`config.mk`:
```
export PLATFORM = sky130hd
export DESIGN_NAME = bfly_r2
export DESIGN_NICKNAME = d
export VERILOG_FILES = /design/src/rtl/bfly_r2_pkg.sv /design/src/rtl/bfly_mul.sv /design/src/rtl/bfly_addsub.sv /design/src/rtl/bfly_r2.sv
export SDC_FILE = /design/constraint.sdc
export NUM_CORES = 2
export LEC_CHECK = 0
export BUFFER_PORTS_ARGS = -buffer_cell sky130_fd_sc_hd__buf_2
export CELL_PAD_IN_SITES_DETAIL_PLACEMENT = 0
export CELL_PAD_IN_SITES_GLOBAL_PLACEMENT = 1
export CORE_MARGIN = 3
export CORE_UTILIZATION = 49
export CTS_BUF_LIST = sky130_fd_sc_hd__clkbuf_16
export CTS_CLUSTER_SIZE = 14
export DETAILED_ROUTE_END_ITERATION = 16
export HOLD_SLACK_MARGIN = 0.06
export PLACE_DENSITY_LB_ADDON = 0.1
export SLEW_MARGIN = 10
export SYNTH_ARGS = -nofsm -noshare
export SYNTH_HDL_FRONTEND = slang
export SYNTH_SLANG_ARGS = --single-unit
```
`constraint.sdc`:
```
create_clock -name clk -period 20.4 [get_ports clk]
set_input_delay 6.12 -clock clk [delete_from_list [all_inputs] [get_ports clk]]
set_output_delay 6.12 -clock clk [all_outputs]
set_load 0.01 [all_outputs]
```
`src/rtl/bfly_r2_pkg.sv`:
```
package bfly_r2_pkg;
  typedef enum logic [2:0] {
    TW_GENERAL = 3'd0,
    TW_POS_ONE = 3'd1,
    TW_NEG_ONE = 3'd2,
    TW_NEG_J   = 3'd3,
    TW_POS_J   = 3'd4,
    TW_POS_HALF = 3'd5,
    TW_NEG_HALF = 3'd6,
    TW_GENERAL_ALT = 3'd7
  } tw_class_e;

  localparam int unsigned PIPE_DEPTH = 3;
endpackage

```
`src/rtl/bfly_mul.sv`:
```
module bfly_mul
  import bfly_r2_pkg::*;
#(
  parameter int DW = 16,
  parameter int FW = 8
) (
  input  logic                 clk,
  input  logic [2:0]           cls,
  input  logic signed [DW-1:0] x_re,
  input  logic signed [DW-1:0] x_im,
  input  logic signed [DW-1:0] w_re,
  input  logic signed [DW-1:0] w_im,
  output logic signed [DW:0]   p_re,
  output logic signed [DW:0]   p_im
);
  localparam int PW = DW + 1;
  localparam int MW = 2 * DW;
  localparam int SW = MW + 2;
  localparam logic signed [SW-1:0] RND = SW'(1) << (FW - 1);

  // bypass product for a trivial twiddle, packed {re, im}
  function automatic logic signed [2*PW-1:0] trivial_prod(
    input logic [2:0] c, input logic signed [DW-1:0] a, input logic signed [DW-1:0] b);
    logic signed [PW-1:0] ea, eb, ra, rb;
    ea = PW'(a);
    eb = PW'(b);
    case (tw_class_e'(c))
      TW_NEG_ONE:  begin ra = -ea;        rb = -eb;        end
      TW_NEG_J:    begin ra = eb;         rb = -ea;        end
      TW_POS_J:    begin ra = -eb;        rb = ea;         end
      TW_POS_HALF: begin ra = ea >>> 1;   rb = eb >>> 1;   end
      TW_NEG_HALF: begin ra = (-ea) >>> 1; rb = (-eb) >>> 1; end
      default:     begin ra = ea;         rb = eb;         end
    endcase
    return {ra, rb};
  endfunction

  // round-half-up back to FW fraction bits, keep PW bits
  function automatic logic signed [PW-1:0] round_fx(input logic signed [SW-1:0] s);
    logic signed [SW-1:0] t;
    t = (s + RND) >>> FW;
    return t[PW-1:0];
  endfunction

  logic signed [DW-1:0] opa [4];
  logic signed [DW-1:0] opb [4];
  logic signed [MW-1:0] prod_q [4];
  logic signed [2*PW-1:0] triv_q;
  logic                   gen_q;

  // order: re*re, im*im, re*w_im, im*w_re
  assign opa[0] = x_re; assign opb[0] = w_re;
  assign opa[1] = x_im; assign opb[1] = w_im;
  assign opa[2] = x_re; assign opb[2] = w_im;
  assign opa[3] = x_im; assign opb[3] = w_re;

  for (genvar g = 0; g < 4; g++) begin : g_mult
    always_ff @(posedge clk) prod_q[g] <= MW'(opa[g]) * MW'(opb[g]);
  end

  always_ff @(posedge clk) begin
    triv_q <= trivial_prod(cls, x_re, x_im);
    gen_q  <= (cls == TW_GENERAL) || (cls == TW_GENERAL_ALT);
  end

  logic signed [SW-1:0] sum_re, sum_im;
  assign sum_re = SW'(prod_q[0]) - SW'(prod_q[1]);
  assign sum_im = SW'(prod_q[2]) + SW'(prod_q[3]);

  always_ff @(posedge clk) begin
    p_re <= gen_q ? round_fx(sum_re) : triv_q[2*PW-1:PW];
    p_im <= gen_q ? round_fx(sum_im) : triv_q[PW-1:0];
  end
endmodule

```
`src/rtl/bfly_addsub.sv`:
```
module bfly_addsub #(
  parameter int DW = 16
) (
  input  logic                 clk,
  input  logic signed [DW-1:0] x0,
  input  logic signed [DW:0]   p,
  output logic signed [DW:0]   y0,
  output logic signed [DW:0]   y1
);
  localparam int PW = DW + 1;

  logic signed [PW-1:0] ext;
  assign ext = PW'(x0);

  always_ff @(posedge clk) begin
    y0 <= ext + p;
    y1 <= ext - p;
  end
endmodule

```
`src/rtl/bfly_r2.sv`:
```
module bfly_r2
  import bfly_r2_pkg::*;
#(
  parameter int DW = 16,
  parameter int FW = 8
) (
  input  logic                 clk,
  input  logic                 rst,
  input  logic                 in_valid,
  input  logic [2:0]           w_class,
  input  logic signed [DW-1:0] x0_re,
  input  logic signed [DW-1:0] x0_im,
  input  logic signed [DW-1:0] x1_re,
  input  logic signed [DW-1:0] x1_im,
  input  logic signed [DW-1:0] w_re,
  input  logic signed [DW-1:0] w_im,
  output logic                 out_valid,
  output logic signed [DW:0]   y0_re,
  output logic signed [DW:0]   y0_im,
  output logic signed [DW:0]   y1_re,
  output logic signed [DW:0]   y1_im
);
  localparam int PW = DW + 1;
  localparam int ND = PIPE_DEPTH;

  logic [ND-1:0] vld_q;
  always_ff @(posedge clk) begin
    if (rst) vld_q <= '0;
    else     vld_q <= {vld_q[ND-2:0], in_valid};
  end
  assign out_valid = vld_q[ND-1];

  // named internal events for the checker
  logic              prod_valid;
  logic signed [PW-1:0] prod_re, prod_im;
  assign prod_valid = vld_q[1];

  bfly_mul #(.DW(DW), .FW(FW)) mul_i (
    .clk(clk), .cls(w_class),
    .x_re(x1_re), .x_im(x1_im), .w_re(w_re), .w_im(w_im),
    .p_re(prod_re), .p_im(prod_im)
  );

  logic signed [DW-1:0] x0_d1 [2];
  logic signed [DW-1:0] x0_d2 [2];
  always_ff @(posedge clk) begin
    x0_d1[0] <= x0_re;
    x0_d1[1] <= x0_im;
    x0_d2    <= x0_d1;
  end

  logic signed [PW-1:0] p_lane  [2];
  logic signed [PW-1:0] y0_lane [2];
  logic signed [PW-1:0] y1_lane [2];
  assign p_lane[0] = prod_re;
  assign p_lane[1] = prod_im;

  for (genvar l = 0; l < 2; l++) begin : g_lane
    bfly_addsub #(.DW(DW)) as_i (
      .clk(clk), .x0(x0_d2[l]), .p(p_lane[l]),
      .y0(y0_lane[l]), .y1(y1_lane[l])
    );
  end

  assign y0_re = y0_lane[0];
  assign y0_im = y0_lane[1];
  assign y1_re = y1_lane[0];
  assign y1_im = y1_lane[1];
endmodule

```
# [Word-level counts from Yosys, hierarchy flattened]
# Memory sizes are Yosys's and may differ from the RTL's.
# Index checks and enable logic that the tools add are counted.
[word_totals] register_bits=204 mem_bits_rw=128 output_inout_bits=69 word_cells=40 n_memories=1
[memory_table] name="mul_i.prod_q" words=4 width=32 rd=4 rd_ports_with_merged_regs=0 write_ports=4 line="bfly_mul.sv:47" rtl="logic signed [MW-1:0] prod_q [4];"
[classes] addsub=10 multipliers=4 eq_ne=6 n_mux=4 reduce_logical=2
[ops] operator="one-hot mux 17 bit (5 select lines)" count=2
[ops] operator="multiplier 16 x 16 -> 32 bit" count=4
[ops] operator="adder 25 x 9 -> 25 bit (second input constant)" count=2
[ops] operator="adder 16 x 17 -> 17 bit" count=2
[ops] operator="2-to-1 mux 17 bit" count=2
[ops] operator="negation 16 -> 17 bit" count=2
[ops] operator="subtractor 16 x 17 -> 17 bit" count=2
[ops] operator="adder 25 bit" count=1
[ops] operator="subtractor 25 bit" count=1
[ops] operator="equality test 3 bit (second input constant)" count=4
[ops] operator="equality test 3 x 2 -> 1 bit (second input constant)" count=2
[ops] operator="zero test 3 bit" count=1
[ops] operator="logical OR 1 bit" count=1

# [Depth between registers and ports, before layout]
[logic_depth] depth_word=3 depth_mapped=26 ltp_nobuf=24

# [Hierarchy]
# From an unflattened synthesis, not the netlist that was laid out.
[hier_totals] cells_unflattened=5179 hier_area_um2=46313.2
[by_module_without_submodules] mod="bfly_mul" instances=1 cells_each=4545 area_per_inst_um2=40237.3 seq_area_each_um2=3383.2
[by_module_without_submodules] mod="bfly_addsub at g_lane[1].as_i" instances=1 cells_each=285 area_per_inst_um2=2363.5 seq_area_each_um2=660.6
[by_module_without_submodules] mod="bfly_addsub at g_lane[0].as_i" instances=1 cells_each=279 area_per_inst_um2=2352.3 seq_area_each_um2=660.6
[by_module_without_submodules] mod="bfly_r2" instances=1 cells_each=70 area_per_inst_um2=1360.1 seq_area_each_um2=1341.3

# [Worst setup path after synthesis]
# OpenSTA, ideal clock, no wires.
[synth_path] kind="input to register" startpoint="input port x1_im[10]" endpoint="memory mul_i.prod_q[3][24] (netlist bit)" setup_ns=0.120 arrival_time_ns=12.174 slack_ns=8.106 stages=23 path_cell_list="clkbuf_1 -> clkbuf_1 -> clkbuf_1 -> nand2_1 -> fa_1 -> fa_1 -> fa_1 -> fa_1 -> inv_1 -> fa_1 -> fa_1 -> ha_1 -> a21o_1 -> a21oi_1 -> nor2_1 -> a21oi_1 -> o31ai_1 -> o41ai_1 -> o21ai_0 -> o41a_1 -> a21o_1 -> a21oi_1 -> xnor2_1"
[synth_lines] element="from (decl)" line="bfly_r2.sv:14" rtl="input logic signed [DW-1:0] x1_im,"
[synth_lines] element="to (decl)" line="bfly_mul.sv:47"

==> run metrics <==
status=completed; Setup TNS Final=0 ps; average vias per placed instance=5.222; Worst Hold Class=reg2reg; Max Freq=0.08056 GHz; global route overflow=0; RR Startpoint=mul_i.prod_q[1][5]; Async SR Flop Fraction=0%; CP startpoint=x1_im[5]; final hold vios=0; CTS sink cnt=302; I/O pin total=171; Clock Path Buffers=3; r2r endpoint=mul_i.p_re[16]; layout cell share with drive strength beyond 1=6.083%; Largest stage delay, worst path=800 ps; first-pass GRT wire length=197800 microns; synthesis-stage register bit count=302; CTS tree=done; Pre-antenna DRT Iters=6; DRC Markers=0; area of the die=96210 sq um; Nets=6405; clk_lat worst skew=570 ps; post-CTS sizing=0; Chip Width=310.2 microns; slew at the pin closest to its max-slew limit=1109 ps; GP Congestion=0.8623; CP arrival=12850 ps; CORE AREA=90840 sq um; Final setup viols=0; Area Growth Syn to Fin=6.325%; Slowest-stage cell, CP=buf_2; Die Ht=310.2 microns; post-DP HPWL=90320 microns; Tcrit/Tclk final=60.85%; vias in the first global route=34930; number of synthesized flops with an enable pin=0; Max-cap violations=0; CTS buffer count=38; Finished Cell Area=48210 sq um; flop2flop setup slack=16530 ps; H-tree Lvls=2; Slew HR=26.06%; dpl cell area=46960 sq um; clk_skew=14.22 ps; GRT Resource Usage Total=26.62%; Ys Warns=0; Vias=32680; Buf/Inv on CP=3; cell area after synthesis=45340 sq um; Critical Path Stages=22; Worst Reg-to-Reg Cells=13; Setup crit end=mul_i.prod_q[3][24]; clk root buf=clkbuf_16; CP most frequent cell=fa_1; largest net degree at the start of global routing=68; Seq/Total Area, Yosys=13.34%; Initial Util=49.91%; Mapped Avg Cell Area=8.955 sq um; Post-Syn Instances=5063; Worst Path Max Fanout=43; Routed Antenna Nets=0; Worst Setup Start Kind=input pin; Worst-path clk slew=60 ps; port bufs=170; drt total wl=122800 microns; top_reg_cell synth=dfxtp_1; critical path endpoint category=register; critical path required time=20840 ps; row count=110; syn nets=6413; fin. max-slew vios=0; First DRT Iteration DRCs=1799; critical path class=in2reg; unrepaired setup endpoints after global routing=no; Crit path max-delay family=adder cells; Post-CTS Hold Buffers=0; WL/cell=19.63 microns; CP Cell Sequence=buf_2 > and2_1 > fa_1 > inv_1 > fa_1 > fa_1 > fa_1 > inv_1 > fa_1 > fa_1 > ha_1 > a21o_1 > a21oi_1 > nor2_1 > a21oi_1 > o31ai_1 > o41ai_1 > o21ai_0 > o41a_1 > a21o_1 > a21oi_1 > xnor2_1; Post-CTS Setup Bufs=0; Netlist cell types=71; Final min period=12410 ps; antenna violations before repair=4
cells by family after synthesis:
group                      share of synthesized area [%]
buffers and inverters                              11.35
and+or+nand+nor                                    14.74
adders and majority gates                          47.62
AOI/OAI and AO/OA                                  6.844
DFF                                                13.34
xor gates and xnor gates                           5.177
muxes                                             0.9273
worst register-to-register path, stage by stage (launching register included):
cell	delay, ps
dfxtp_1	310
inv_1	50
ha_1	290
ha_1	290
o211ai_1	90
o21a_1	190
o31ai_1	450
a221o_1	320
a221o_1	260
a21oi_2	110
a21oi_2	410
a211oi_1	170
xnor2_1	520
a21oi_1	230
cell type report:
class / count / area (sq um)
Clock inverter: 26 / 265.3
Timing Repair Buffer: 204 / 1106
Sequential cell: 302 / 6047
Fill cell: 8701 / 42630
Clock buffer: 39 / 975.9
Antenna cell: 2 / 5.005
Tap cell: 1176 / 1471
Inverter: 1116 / 4189
Multi-Input combinational cell: 3393 / 34150
per-layer routing:
metal	part of all wire (%)	track usage [%]	vias to the layer above	wire, microns
met5	0	0	-	0
met4	3.3	8.129	0	4095
met3	5.0	2.430	166	6195
met2	47	44.63	873	57810
met1	45	36.78	16440	54740
li1	-	-	15200	-
stage by stage:
stage / hold slack [ps] / setup WS [ps] / cells / utilization (%)
2_1_floorplan: 309.6 / 8106 / 5063 / -
3_3_place_gp: 311.1 / 7619 / 6191 / 51.70
3_5_place_dp: 312.1 / 7563 / 6191 / 51.70
4_1_cts: 324.6 / 8142 / 6256 / 53.06
5_1_grt: 328.4 / 7683 / 6257 / 53.06
6_report: 323.6 / 7986 / 6258 / 53.07
cell usage after synthesis, types with 8 or more instances:
library cell	n	area [sq um]
a211oi_1	8	60.06
buf_1	23	86.33
o21ai_0	109	545.5
nor3_1	34	170.2
a21oi_1	152	760.7
or3_1	8	50.05
o22ai_1	22	137.6
o21bai_1	26	195.2
o41ai_1	12	105.1
nand3_1	30	150.1
nand2_1	492	1847
a22oi_1	11	82.58
dfxtp_1	302	6046
nor2_1	193	724.4
o211ai_1	8	60.06
mux2_2	30	337.8
and2_1	497	3109
ha_1	452	5655
xor2_1	60	525.5
nor2b_1	30	187.7
fa_1	796	15940
o21a_1	14	105.1
o31ai_1	9	67.56
and3_1	19	118.9
xnor2_1	208	1822
a31oi_1	13	81.33
inv_1	1114	4182
a21o_1	28	210.2
nand2b_1	26	162.7
clkbuf_1	224	840.8
registers in the layout, summed over array words and instances (netlist names):
| name | cells |
|---|---|
| mul_i.prod_q | 100 |
| x0_d1 | 32 |
| mul_i.gen_q | 1 |
| x0_d2 | 32 |
| mul_i.p_re | 17 |
| g_lane.as_i.y0 | 33 |
| vld_q | 3 |
| mul_i.triv_q | 34 |
| mul_i.p_im | 17 |
| g_lane.as_i.y1 | 33 |
cell usage in the layout (no fill, tap or decap), types with 19 or more instances in the layout:
cell type	instances
clkbuf_16	39
mux2_2	30
o21bai_1	26
a21oi_1	152
fa_1	796
and3_1	19
o22ai_1	22
nor2b_1	30
a21o_1	28
buf_4	34
dfxtp_1	301
and2_1	497
nor2_1	193
xnor2_1	208
inv_1	1118
nor3_1	34
xor2_1	60
buf_2	170
ha_1	452
nand3_1	30
o21ai_0	108
nand2b_1	26
nand2_1	492
worst min-delay path by stage:
stage          startpoint        end  slack (ps)  cells after the start
2_1_floorplan    x0_d1[0]   x0_d2[0]         310                      0
3_3_place_gp    x0_d1[22]  x0_d2[22]         310                      0
3_5_place_dp     x0_d1[6]   x0_d2[6]         310                      0
4_1_cts         x0_d1[27]  x0_d2[27]         320                      0
5_1_grt         x0_d1[30]  x0_d2[30]         330                      0
6_report        x0_d1[27]  x0_d2[27]         320                      0
Power is not shown: default switching activity piles up to over one toggle a cycle in this logic, so the estimate is an artifact.
